## config.mk

```make
export PLATFORM = sky130hd
export DESIGN_NAME = kwdog_top
export DESIGN_NICKNAME = d
export VERILOG_FILES = /design/src/rtl/kwdog_pkg.sv /design/src/rtl/kwdog_key_gate.sv /design/src/rtl/kwdog_countdown.sv /design/src/rtl/kwdog_top.sv
export SDC_FILE = /design/constraint.sdc
export NUM_CORES = 1
export LEC_CHECK = 0
export BUFFER_PORTS_ARGS = -buffer_cell sky130_fd_sc_hd__buf_2
export CORE_ASPECT_RATIO = 1.2
export CORE_MARGIN = 3
export CORE_UTILIZATION = 45
export DETAILED_ROUTE_END_ITERATION = 7
export PLACE_DENSITY = 0.84
export SYNTH_ARGS = -nofsm -noshare
export SYNTH_HDL_FRONTEND = slang
export SYNTH_SLANG_ARGS = --single-unit
```

## constraint.sdc

```tcl
create_clock -name clk -period 1.6 [get_ports clk]
set_clock_uncertainty 0.05 [all_clocks]
set_input_delay 0.16 -clock clk [delete_from_list [all_inputs] [get_ports clk]]
set_output_delay 0.16 -clock clk [all_outputs]
set_load 0.05 [all_outputs]
```

## src/rtl/kwdog_pkg.sv

```systemverilog
package kwdog_pkg;
    typedef enum logic {
        ST_WATCH = 1'b0,
        ST_NMI   = 1'b1
    } wd_stage_e;
endpackage

```

## src/rtl/kwdog_key_gate.sv

```systemverilog
module kwdog_key_gate #(
    parameter int KEY_W = 7
) (
    input  logic             wr_en,
    input  logic             armed,
    input  logic [KEY_W-1:0] stored_key,
    input  logic [KEY_W-1:0] wr_key,
    output logic             accept
);
    logic [KEY_W-1:0] want_key;

    always_comb begin
        want_key = ~stored_key;
        accept   = wr_en && (!armed || (wr_key == want_key));
    end
endmodule

```

## src/rtl/kwdog_countdown.sv

```systemverilog
module kwdog_countdown #(
    parameter int CW = 9
) (
    input  logic          clk,
    input  logic          rst_n,
    input  logic          load,
    input  logic [CW-1:0] load_val,
    input  logic          load_run,
    input  logic          tick,
    input  logic [CW-1:0] reload_val,
    input  logic          reload_run,
    output logic          expire,
    output logic [CW-1:0] count,
    output logic          running
);
    typedef struct packed {
        logic [CW-1:0] cnt;
        logic          run;
    } cd_state_t;

    cd_state_t st_d, st_q;

    always_comb begin
        st_d   = st_q;
        expire = 1'b0;
        if (load) begin
            st_d.cnt = load_val;
            st_d.run = load_run;
        end else if (st_q.run && tick) begin
            if (st_q.cnt == CW'(1)) begin
                expire   = 1'b1;
                st_d.cnt = reload_val;
                st_d.run = reload_run;
            end else begin
                st_d.cnt = st_q.cnt - CW'(1);
            end
        end
    end

    always_ff @(posedge clk) begin
        if (!rst_n) st_q <= '0;
        else        st_q <= st_d;
    end

    assign count   = st_q.cnt;
    assign running = st_q.run;
endmodule

```

## src/rtl/kwdog_top.sv

```systemverilog
module kwdog_top #(
    parameter int REG_W = 32,
    parameter int CNT_W = 8,
    parameter int KEY_W = 7,
    parameter int GRACE = 10
) (
    input  logic             clk,
    input  logic             rst_n,
    input  logic             wr_en,
    input  logic [REG_W-1:0] wr_data,
    input  logic             tick,
    output logic             nmi,
    output logic             rst_req
);
    import kwdog_pkg::*;

    localparam int CMD_POS = CNT_W;
    localparam int KEY_LSB = CNT_W + 1;
    localparam int CW      = CNT_W + 1;
    localparam int FULL    = 1 << CNT_W;

    typedef struct packed {
        logic [REG_W-1:0] ctrl;
        wd_stage_e        stage;
        logic             nmi;
        logic             rreq;
    } top_state_t;

    top_state_t st_d, st_q;

    logic [CNT_W-1:0] wr_count;
    logic             wr_cmd;
    logic [KEY_W-1:0] wr_key;
    logic [KEY_W-1:0] stored_key;
    logic             armed;
    logic             wr_accept;
    logic [CW-1:0]    load_val;
    logic             expire;
    logic             reload_run;
    logic [CW-1:0]    cnt_q;
    logic             run_q;

    always_comb begin
        wr_count   = wr_data[CNT_W-1:0];
        wr_cmd     = wr_data[CMD_POS];
        wr_key     = wr_data[KEY_LSB +: KEY_W];
        stored_key = st_q.ctrl[KEY_LSB +: KEY_W];
        armed      = st_q.ctrl[CMD_POS];
        load_val   = (wr_count == '0) ? CW'(FULL) : CW'(wr_count);
        reload_run = (st_q.stage == ST_WATCH);
    end

    kwdog_key_gate #(.KEY_W(KEY_W)) u_gate (
        .wr_en      (wr_en),
        .armed      (armed),
        .stored_key (stored_key),
        .wr_key     (wr_key),
        .accept     (wr_accept)
    );

    kwdog_countdown #(.CW(CW)) u_cnt (
        .clk        (clk),
        .rst_n      (rst_n),
        .load       (wr_accept),
        .load_val   (load_val),
        .load_run   (wr_cmd),
        .tick       (tick),
        .reload_val (CW'(GRACE)),
        .reload_run (reload_run),
        .expire     (expire),
        .count      (cnt_q),
        .running    (run_q)
    );

    always_comb begin
        st_d      = st_q;
        st_d.rreq = 1'b0;
        if (wr_accept) begin
            st_d.ctrl  = wr_data;
            st_d.stage = ST_WATCH;
            st_d.nmi   = 1'b0;
        end else if (expire) begin
            if (st_q.stage == ST_WATCH) begin
                st_d.stage = ST_NMI;
                st_d.nmi   = 1'b1;
            end else begin
                st_d.rreq  = 1'b1;
            end
        end
    end

    always_ff @(posedge clk) begin
        if (!rst_n) begin
            st_q.ctrl  <= '0;
            st_q.stage <= ST_WATCH;
            st_q.nmi   <= 1'b0;
            st_q.rreq  <= 1'b0;
        end else begin
            st_q <= st_d;
        end
    end

    assign nmi     = st_q.nmi;
    assign rst_req = st_q.rreq;
endmodule

```

After elaboration in Yosys (flattened, before gate mapping)
Index checks and enable logic that the tools add are counted.
- equality and inequality tests: 2
- bitwise operators: 4
- add/subtract/negate cells: 1
- muxes and demuxes: 9
- reductions and logical operators: 11
- operators by type and width (kind ; count):
    10-bit 2-to-1 mux ; 2
    9-bit 2-to-1 mux ; 2
    9-bit by 1-bit equality test with 1-bit output (second input constant) ; 1
    9-bit by 1-bit subtractor with 9-bit output (second input constant) ; 1
    8-bit zero test ; 1
    7-bit equality test ; 1
    7-bit inverter ; 1
    1-bit 2-to-1 mux ; 5
    2-bit AND reduction ; 2
    2-bit nonzero test ; 2
    1-bit inverter ; 3
    3-bit OR reduction ; 1
    1-bit logical AND ; 2
    2-bit OR reduction ; 1
    1-bit zero test ; 1
    1-bit logical OR ; 1
- bits of input ports: 36
- output and inout port bits: 2
- flip-flop bits (word level): 29

Depth between registers and ports, before layout
- depth after elaboration: 7
- mapped depth: 7
- depth with buffers taken out: 7

By module
A second synthesis with hierarchy kept.
- cells, all modules: 153
- area total of the unflattened synthesis: 1313.8 sq um
- modules (own cells, without submodules) (module ; sequential area each (sq um) ; instances ; area an instance (sq um) ; cells each):
    kwdog_countdown ; 200.2 ; 1 ; 765.7 ; 92
    kwdog_top ; 220.2 ; 1 ; 457.9 ; 50
    kwdog_key_gate ; 0.0 ; 1 ; 90.1 ; 11

Worst setup path after synthesis
Ideal clock, no wire load.
- kind: register -> register
- from: register u_cnt.st_q, in the netlist u_cnt.count[1]
- to: register u_cnt.st_q, in the netlist u_cnt.count[4]
- arrival: 1.536 ns
- library setup time: 0.088 ns
- required time: 1.462 ns
- clock period less this slack: 1.674 ns
- cell stages (with the launch flop): 7
- path slack: -0.074 ns
- path buffers: 0
- cells stage by stage: dfxtp_1 -> inv_1 -> ha_1 -> nor4b_2 -> nor3b_4 -> or4_1 -> a311oi_2
- longest elaborated chain between the ends: 4
- elaborated cells between the ends (all ways): 5
- ends and longest elaborated chain (what ; RTL line ; text):
    from (decl) ; kwdog_countdown.sv:21 ; cd_state_t st_d, st_q;
    from (signal assigned) ; kwdog_countdown.sv:42 ; else st_q <= st_d;
    9-bit by 1-bit subtractor with 9-bit output / 9-bit by 1-bit equality test with 1-bit output (equally long branches) ; kwdog_countdown.sv:35, kwdog_countdown.sv:30 ;
    9-bit 2-to-1 mux * ; kwdog_countdown.sv:30 ; if (st_q.cnt == CW'(1)) begin
    10-bit 2-to-1 mux * ; kwdog_countdown.sv:29 ; end else if (st_q.run && tick) begin
    10-bit 2-to-1 mux * ; kwdog_countdown.sv:26 ; if (load) begin
Every way passes the cells marked *; elsewhere a longest branch is shown, timed or not. The select of a mux whose other input is x is not followed.
A chain may end at the register's enable or synchronous reset.

Worst setup path in the final report
Same ends and word-level chain as after synthesis.

==> impl_metrics.prom <==
# TYPE chip_impl_metric gauge
chip_impl_metric{name="final_core_utilization",unit=""} 0.688
chip_impl_metric{name="crit_path_max_incr_delay",unit="ps"} 550
chip_impl_metric{name="gp_routability_congestion",unit=""} 0.823
chip_impl_info{name="cts-root-buf",value="sky130_fd_sc_hd__clkbuf_4"} 1
chip_impl_metric{name="seq_area_frac_synth",unit=""} 0.357
chip_impl_info{name="status",value="finished, violations left"} 1
chip_impl_metric{name="reg2regPathDepth",unit=""} 6
chip_impl_metric{name="drive_gt1_frac",unit=""} 0.456
chip_impl_metric{name="power_leakage",unit="nW"} 0.707
chip_impl_metric{name="syn_avg_cell_area",unit="um^2"} 9.33
chip_impl_metric{name="fin_ws",unit="ps"} -111
chip_impl_metric{name="worst-endpoint-required",unit="ps"} 1770
chip_impl_metric{name="detail_route.first_pass.iterations",unit=""} 4
chip_impl_info{name="setup_repair_after_global_routing_missed_its_margin",value="true"} 1
chip_impl_info{name="hold_class",value="in -> reg"} 1
chip_impl_metric{name="min_period_over_period",unit=""} 1.07
chip_impl_info{name="synth.top_cells.by_area",value="sky130_fd_sc_hd__dfxtp_1 (36%), sky130_fd_sc_hd__mux2i_1 (10%), sky130_fd_sc_hd__nor2_1 (6.1%)"} 1
chip_impl_metric{name="die_h",unit="um"} 62.0
chip_impl_metric{name="die_width",unit="um"} 52.7
chip_impl_metric{name="wl_per_cell",unit="um"} 16.6
chip_impl_metric{name="multiInputGateArea",unit="um^2"} 842
chip_impl_metric{name="report.final.slew_viol_count",unit=""} 0
chip_impl_metric{name="synthesis.yosys.warnings",unit=""} 0
chip_impl_metric{name="cts.sink_count",unit=""} 21
chip_impl_metric{name="syn-instance-count",unit=""} 126
chip_impl_metric{name="gr_usage_total",unit=""} 0.195
chip_impl_metric{name="buffer_ports.inserted",unit=""} 21
chip_impl_info{name="timing.hold.worst.start",value="wr_data[14]"} 1
chip_impl_metric{name="setup_total_negative_slack",unit="ps"} -559
chip_impl_metric{name="synth_edf_count",unit=""} 0
chip_impl_metric{name="syn_nets",unit=""} 164
chip_impl_metric{name="final_cells",unit=""} 202
chip_impl_metric{name="floorplan.io_pins",unit=""} 38
chip_impl_metric{name="num_antenna_cells",unit=""} 0
chip_impl_metric{name="hold-path-cell-count",unit=""} 3
chip_impl_metric{name="hold_buffers",unit=""} 0
chip_impl_metric{name="hold_ws",unit="ps"} 58.7
chip_impl_metric{name="initial_utilization",unit=""} 0.495
chip_impl_metric{name="routed-via-count",unit=""} 1167
chip_impl_metric{name="setup_viol",unit=""} 8
chip_impl_metric{name="drt_wl_total",unit="um"} 3360
chip_impl_info{name="critPathLaunchType",value="flop"} 1
chip_impl_metric{name="yosys_register_bits",unit=""} 21
chip_impl_metric{name="slew_headroom",unit=""} 0.621
chip_impl_info{name="post-synth-top-area-cell",value="sky130_fd_sc_hd__dfxtp_1"} 1
chip_impl_metric{name="ir_worst_vdd",unit="uV"} 482
chip_impl_info{name="synth_flop_cell",value="sky130_fd_sc_hd__dfxtp_1"} 1
chip_impl_metric{name="grt_max_degree",unit=""} 17
chip_impl_metric{name="detailedRoute.firstIterationViolations",unit=""} 36
chip_impl_info{name="cp-end-kind",value="flop"} 1
chip_impl_info{name="hold_path_end",value="st_q[17]$_SDFFE_PN0N_"} 1
chip_impl_metric{name="rows",unit=""} 19
chip_impl_metric{name="vias_per_cell",unit=""} 5.78
chip_impl_metric{name="grt_pass1_wl",unit="um"} 4750
chip_impl_metric{name="clock_slew_at_reported_path_ffs",unit="ps"} 120
chip_impl_metric{name="hpwl",unit="um"} 1910
chip_impl_info{name="path_cells",value="inv_2 -> buf_6 -> ha_4 -> nand2b_1 -> or4_1 -> a311oi_2"} 1
chip_impl_info{name="failed_checks",value="setup timing"} 1
chip_impl_info{name="crit-reg2reg-capture",value="u_cnt.count[4]$_SDFFE_PN0P_"} 1
chip_impl_info{name="timing.rr.start",value="u_cnt.count[1]$_SDFFE_PN0P_"} 1
chip_impl_metric{name="nets_finish",unit=""} 210
chip_impl_metric{name="r2r_setup_slack",unit="ps"} -110
chip_impl_metric{name="layout.area.seq",unit="um^2"} 432
chip_impl_metric{name="critical_path_arrival",unit="ps"} 1880
chip_impl_info{name="worst-setup-path-type",value="reg -> reg"} 1
chip_impl_metric{name="layout-area-overhead-vs-synth",unit="%"} 39.1
chip_impl_metric{name="final_hold_viol_count",unit=""} 0
chip_impl_info{name="crit_slowest_cell",value="sky130_fd_sc_hd__or4_1"} 1
chip_impl_metric{name="worstMarginPinSlew",unit="ps"} 568
chip_impl_metric{name="grt_overflow_total",unit=""} 0
chip_impl_metric{name="max_clock_freq",unit="MHz"} 584
chip_impl_metric{name="drv.max_cap_violation_count",unit=""} 0
chip_impl_metric{name="cp.buffers_inverters",unit=""} 2
chip_impl_metric{name="critical_path_depth",unit=""} 6
chip_impl_metric{name="drc",unit=""} 0
chip_impl_info{name="crit_family",value="simple AND/OR/NAND/NOR gates"} 1
chip_impl_metric{name="filler_cell_count",unit=""} 196
chip_impl_metric{name="final.min_clock_period",unit="ps"} 1710
chip_impl_metric{name="cts.htree.levels",unit=""} 1
chip_impl_info{name="tritoncts",value="built"} 1
chip_impl_metric{name="synthesis.area",unit="mm^2"} 0.00118
chip_impl_metric{name="synth_largest_type_area_fraction",unit=""} 0.357
chip_impl_metric{name="synthArstFlopShare",unit=""} 0
chip_impl_metric{name="grt_pass1_vias",unit=""} 1094
chip_impl_metric{name="ant_nets",unit=""} 0
chip_impl_metric{name="die_area",unit="mm^2"} 0.00327
chip_impl_metric{name="yosys.cell_types.count",unit=""} 42
chip_impl_metric{name="cts_buffer_depth",unit=""} 2
chip_impl_metric{name="path_max_fanout",unit=""} 3
chip_impl_metric{name="power_per_cell_area",unit="mW/mm^2"} 749
chip_impl_metric{name="core_area",unit="mm^2"} 0.00238
chip_impl_metric{name="clk_latency",unit="ps"} 300
chip_impl_metric{name="grt_antenna_before_repair",unit=""} 0
chip_impl_metric{name="cts_inserted_buffers",unit=""} 3
chip_impl_metric{name="dpl.cell_count",unit=""} 182
## cell usage in the layout, fill, tap and decap left out, types with 2 or more instances in the layout
cell,n
sky130_fd_sc_hd__clkbuf_4,3
sky130_fd_sc_hd__buf_6,2
sky130_fd_sc_hd__nand2_1,8
sky130_fd_sc_hd__a211oi_1,3
sky130_fd_sc_hd__buf_2,21
sky130_fd_sc_hd__xnor2_2,4
sky130_fd_sc_hd__inv_1,4
sky130_fd_sc_hd__nand3_1,4
sky130_fd_sc_hd__dfxtp_2,6
sky130_fd_sc_hd__a21oi_4,3
sky130_fd_sc_hd__nor2_1,19
sky130_fd_sc_hd__ha_4,2
sky130_fd_sc_hd__nor4_1,2
sky130_fd_sc_hd__nor3_1,2
sky130_fd_sc_hd__mux2i_1,12
sky130_fd_sc_hd__a21oi_1,5
sky130_fd_sc_hd__nand4_1,2
sky130_fd_sc_hd__or3_4,2
sky130_fd_sc_hd__nor4_4,2
sky130_fd_sc_hd__dfxtp_1,14
sky130_fd_sc_hd__inv_2,2
sky130_fd_sc_hd__buf_4,17
sky130_fd_sc_hd__nor3b_4,2
sky130_fd_sc_hd__xor2_1,3
## synthesized netlist by cell type, types with 2 or more instances
library cell,number
sky130_fd_sc_hd__ha_1,2
sky130_fd_sc_hd__dfxtp_1,21
sky130_fd_sc_hd__a211oi_1,4
sky130_fd_sc_hd__xnor2_1,5
sky130_fd_sc_hd__nor4_1,3
sky130_fd_sc_hd__a21oi_1,5
sky130_fd_sc_hd__xor2_1,3
sky130_fd_sc_hd__nor2_1,19
sky130_fd_sc_hd__nand2_1,8
sky130_fd_sc_hd__nand4_1,2
sky130_fd_sc_hd__mux2i_1,12
sky130_fd_sc_hd__buf_6,3
sky130_fd_sc_hd__inv_1,6
sky130_fd_sc_hd__nor3_1,2
sky130_fd_sc_hd__nand3_1,4
## state kept, by name, summed over array words and instances, names as in the netlist
name           flops
armed              1
nmi                1
rst_req            1
st_q               8
u_cnt.count        9
u_cnt.running      1
## report_power, final
part | switching (W) | internal (W)
Sequential | 0.0000377 | 0.000559
Combinational | 0.000184 | 0.000187
Clock | 0.000161 | 0.0000971
## worst reg2reg max path: cells and delay by family (launching register included)
kind	cells	cell delay, ps
compound gates	1	290
fa+ha+maj	1	120
buf+inv	2	190
flops	1	340
simple gates	2	630
## per-stage QoR
stage / power [W] / setup WS, ps / cell area (um^2)
after global placement: 0.000843 / -142 / 1340
final: 0.00123 / -111 / 1640
after global routing: 0.00128 / -174 / 1640
after detailed placement: 0.000857 / -251 / 1340
after floorplan: 0.000778 / -60.4 / 1180
after CTS: 0.00115 / -58.5 / 1480
## cell type report
type / count / area share
Inverter: 6 / 0.0138
Multi-Input combinational cell: 99 / 0.515
Timing Repair Buffer: 41 / 0.168
Sequential cell: 21 / 0.264
Clock buffer: 4 / 0.0161
Tap cell: 31 / 0.0237
## worst max-delay path by stage
stage                                      from                          end  slack [ps]
detailed placement        st_q[16]$_SDFFE_PN0N_             nmi$_SDFFE_PP0P_        -250
CTS                 u_cnt.count[1]$_SDFFE_PN0P_  u_cnt.count[4]$_SDFFE_PN0P_         -60
finish              u_cnt.count[1]$_SDFFE_PN0P_  u_cnt.count[4]$_SDFFE_PN0P_        -110
global route        u_cnt.count[1]$_SDFFE_PN0P_  u_cnt.count[4]$_SDFFE_PN0P_        -170
global placement          st_q[14]$_SDFFE_PN0N_             nmi$_SDFFE_PP0P_        -140
floorplan           u_cnt.count[1]$_SDFFE_PN0P_  u_cnt.count[4]$_SDFFE_PN0P_         -60
## layer usage
metal / track usage / vias to the layer above / share of wire
li1: - / 545 / -
met1: 0.212 / 567 / 0.39
met2: 0.385 / 46 / 0.54
met3: 0.0215 / 9 / 0.049
met4: 0.0693 / 0 / 0.022
met5: 0 / - / 0
## what timing repair did
| action | in CTS | in global routing |
|---|---|---|
| resized for setup | 12 | 15 |
| pin swaps | 5 | 8 |
| setup endpoints to repair | 20 | 18 |
| buffers inserted | 2 | 11 |
| cloned | 3 | 1 |
## kinds of logic (layout without fill, tap and decap cells)
logic type,Yosys count,count (layout),synth area share
compound gates,20,23,0.138
xor+xnor,8,8,0.0596
fa+ha+maj,2,2,0.0213
buf+inv,10,51,0.0521
flops,21,21,0.357
mux,12,12,0.102
simple gates,53,54,0.269
Note: power is estimated with default switching activity, not from simulation.
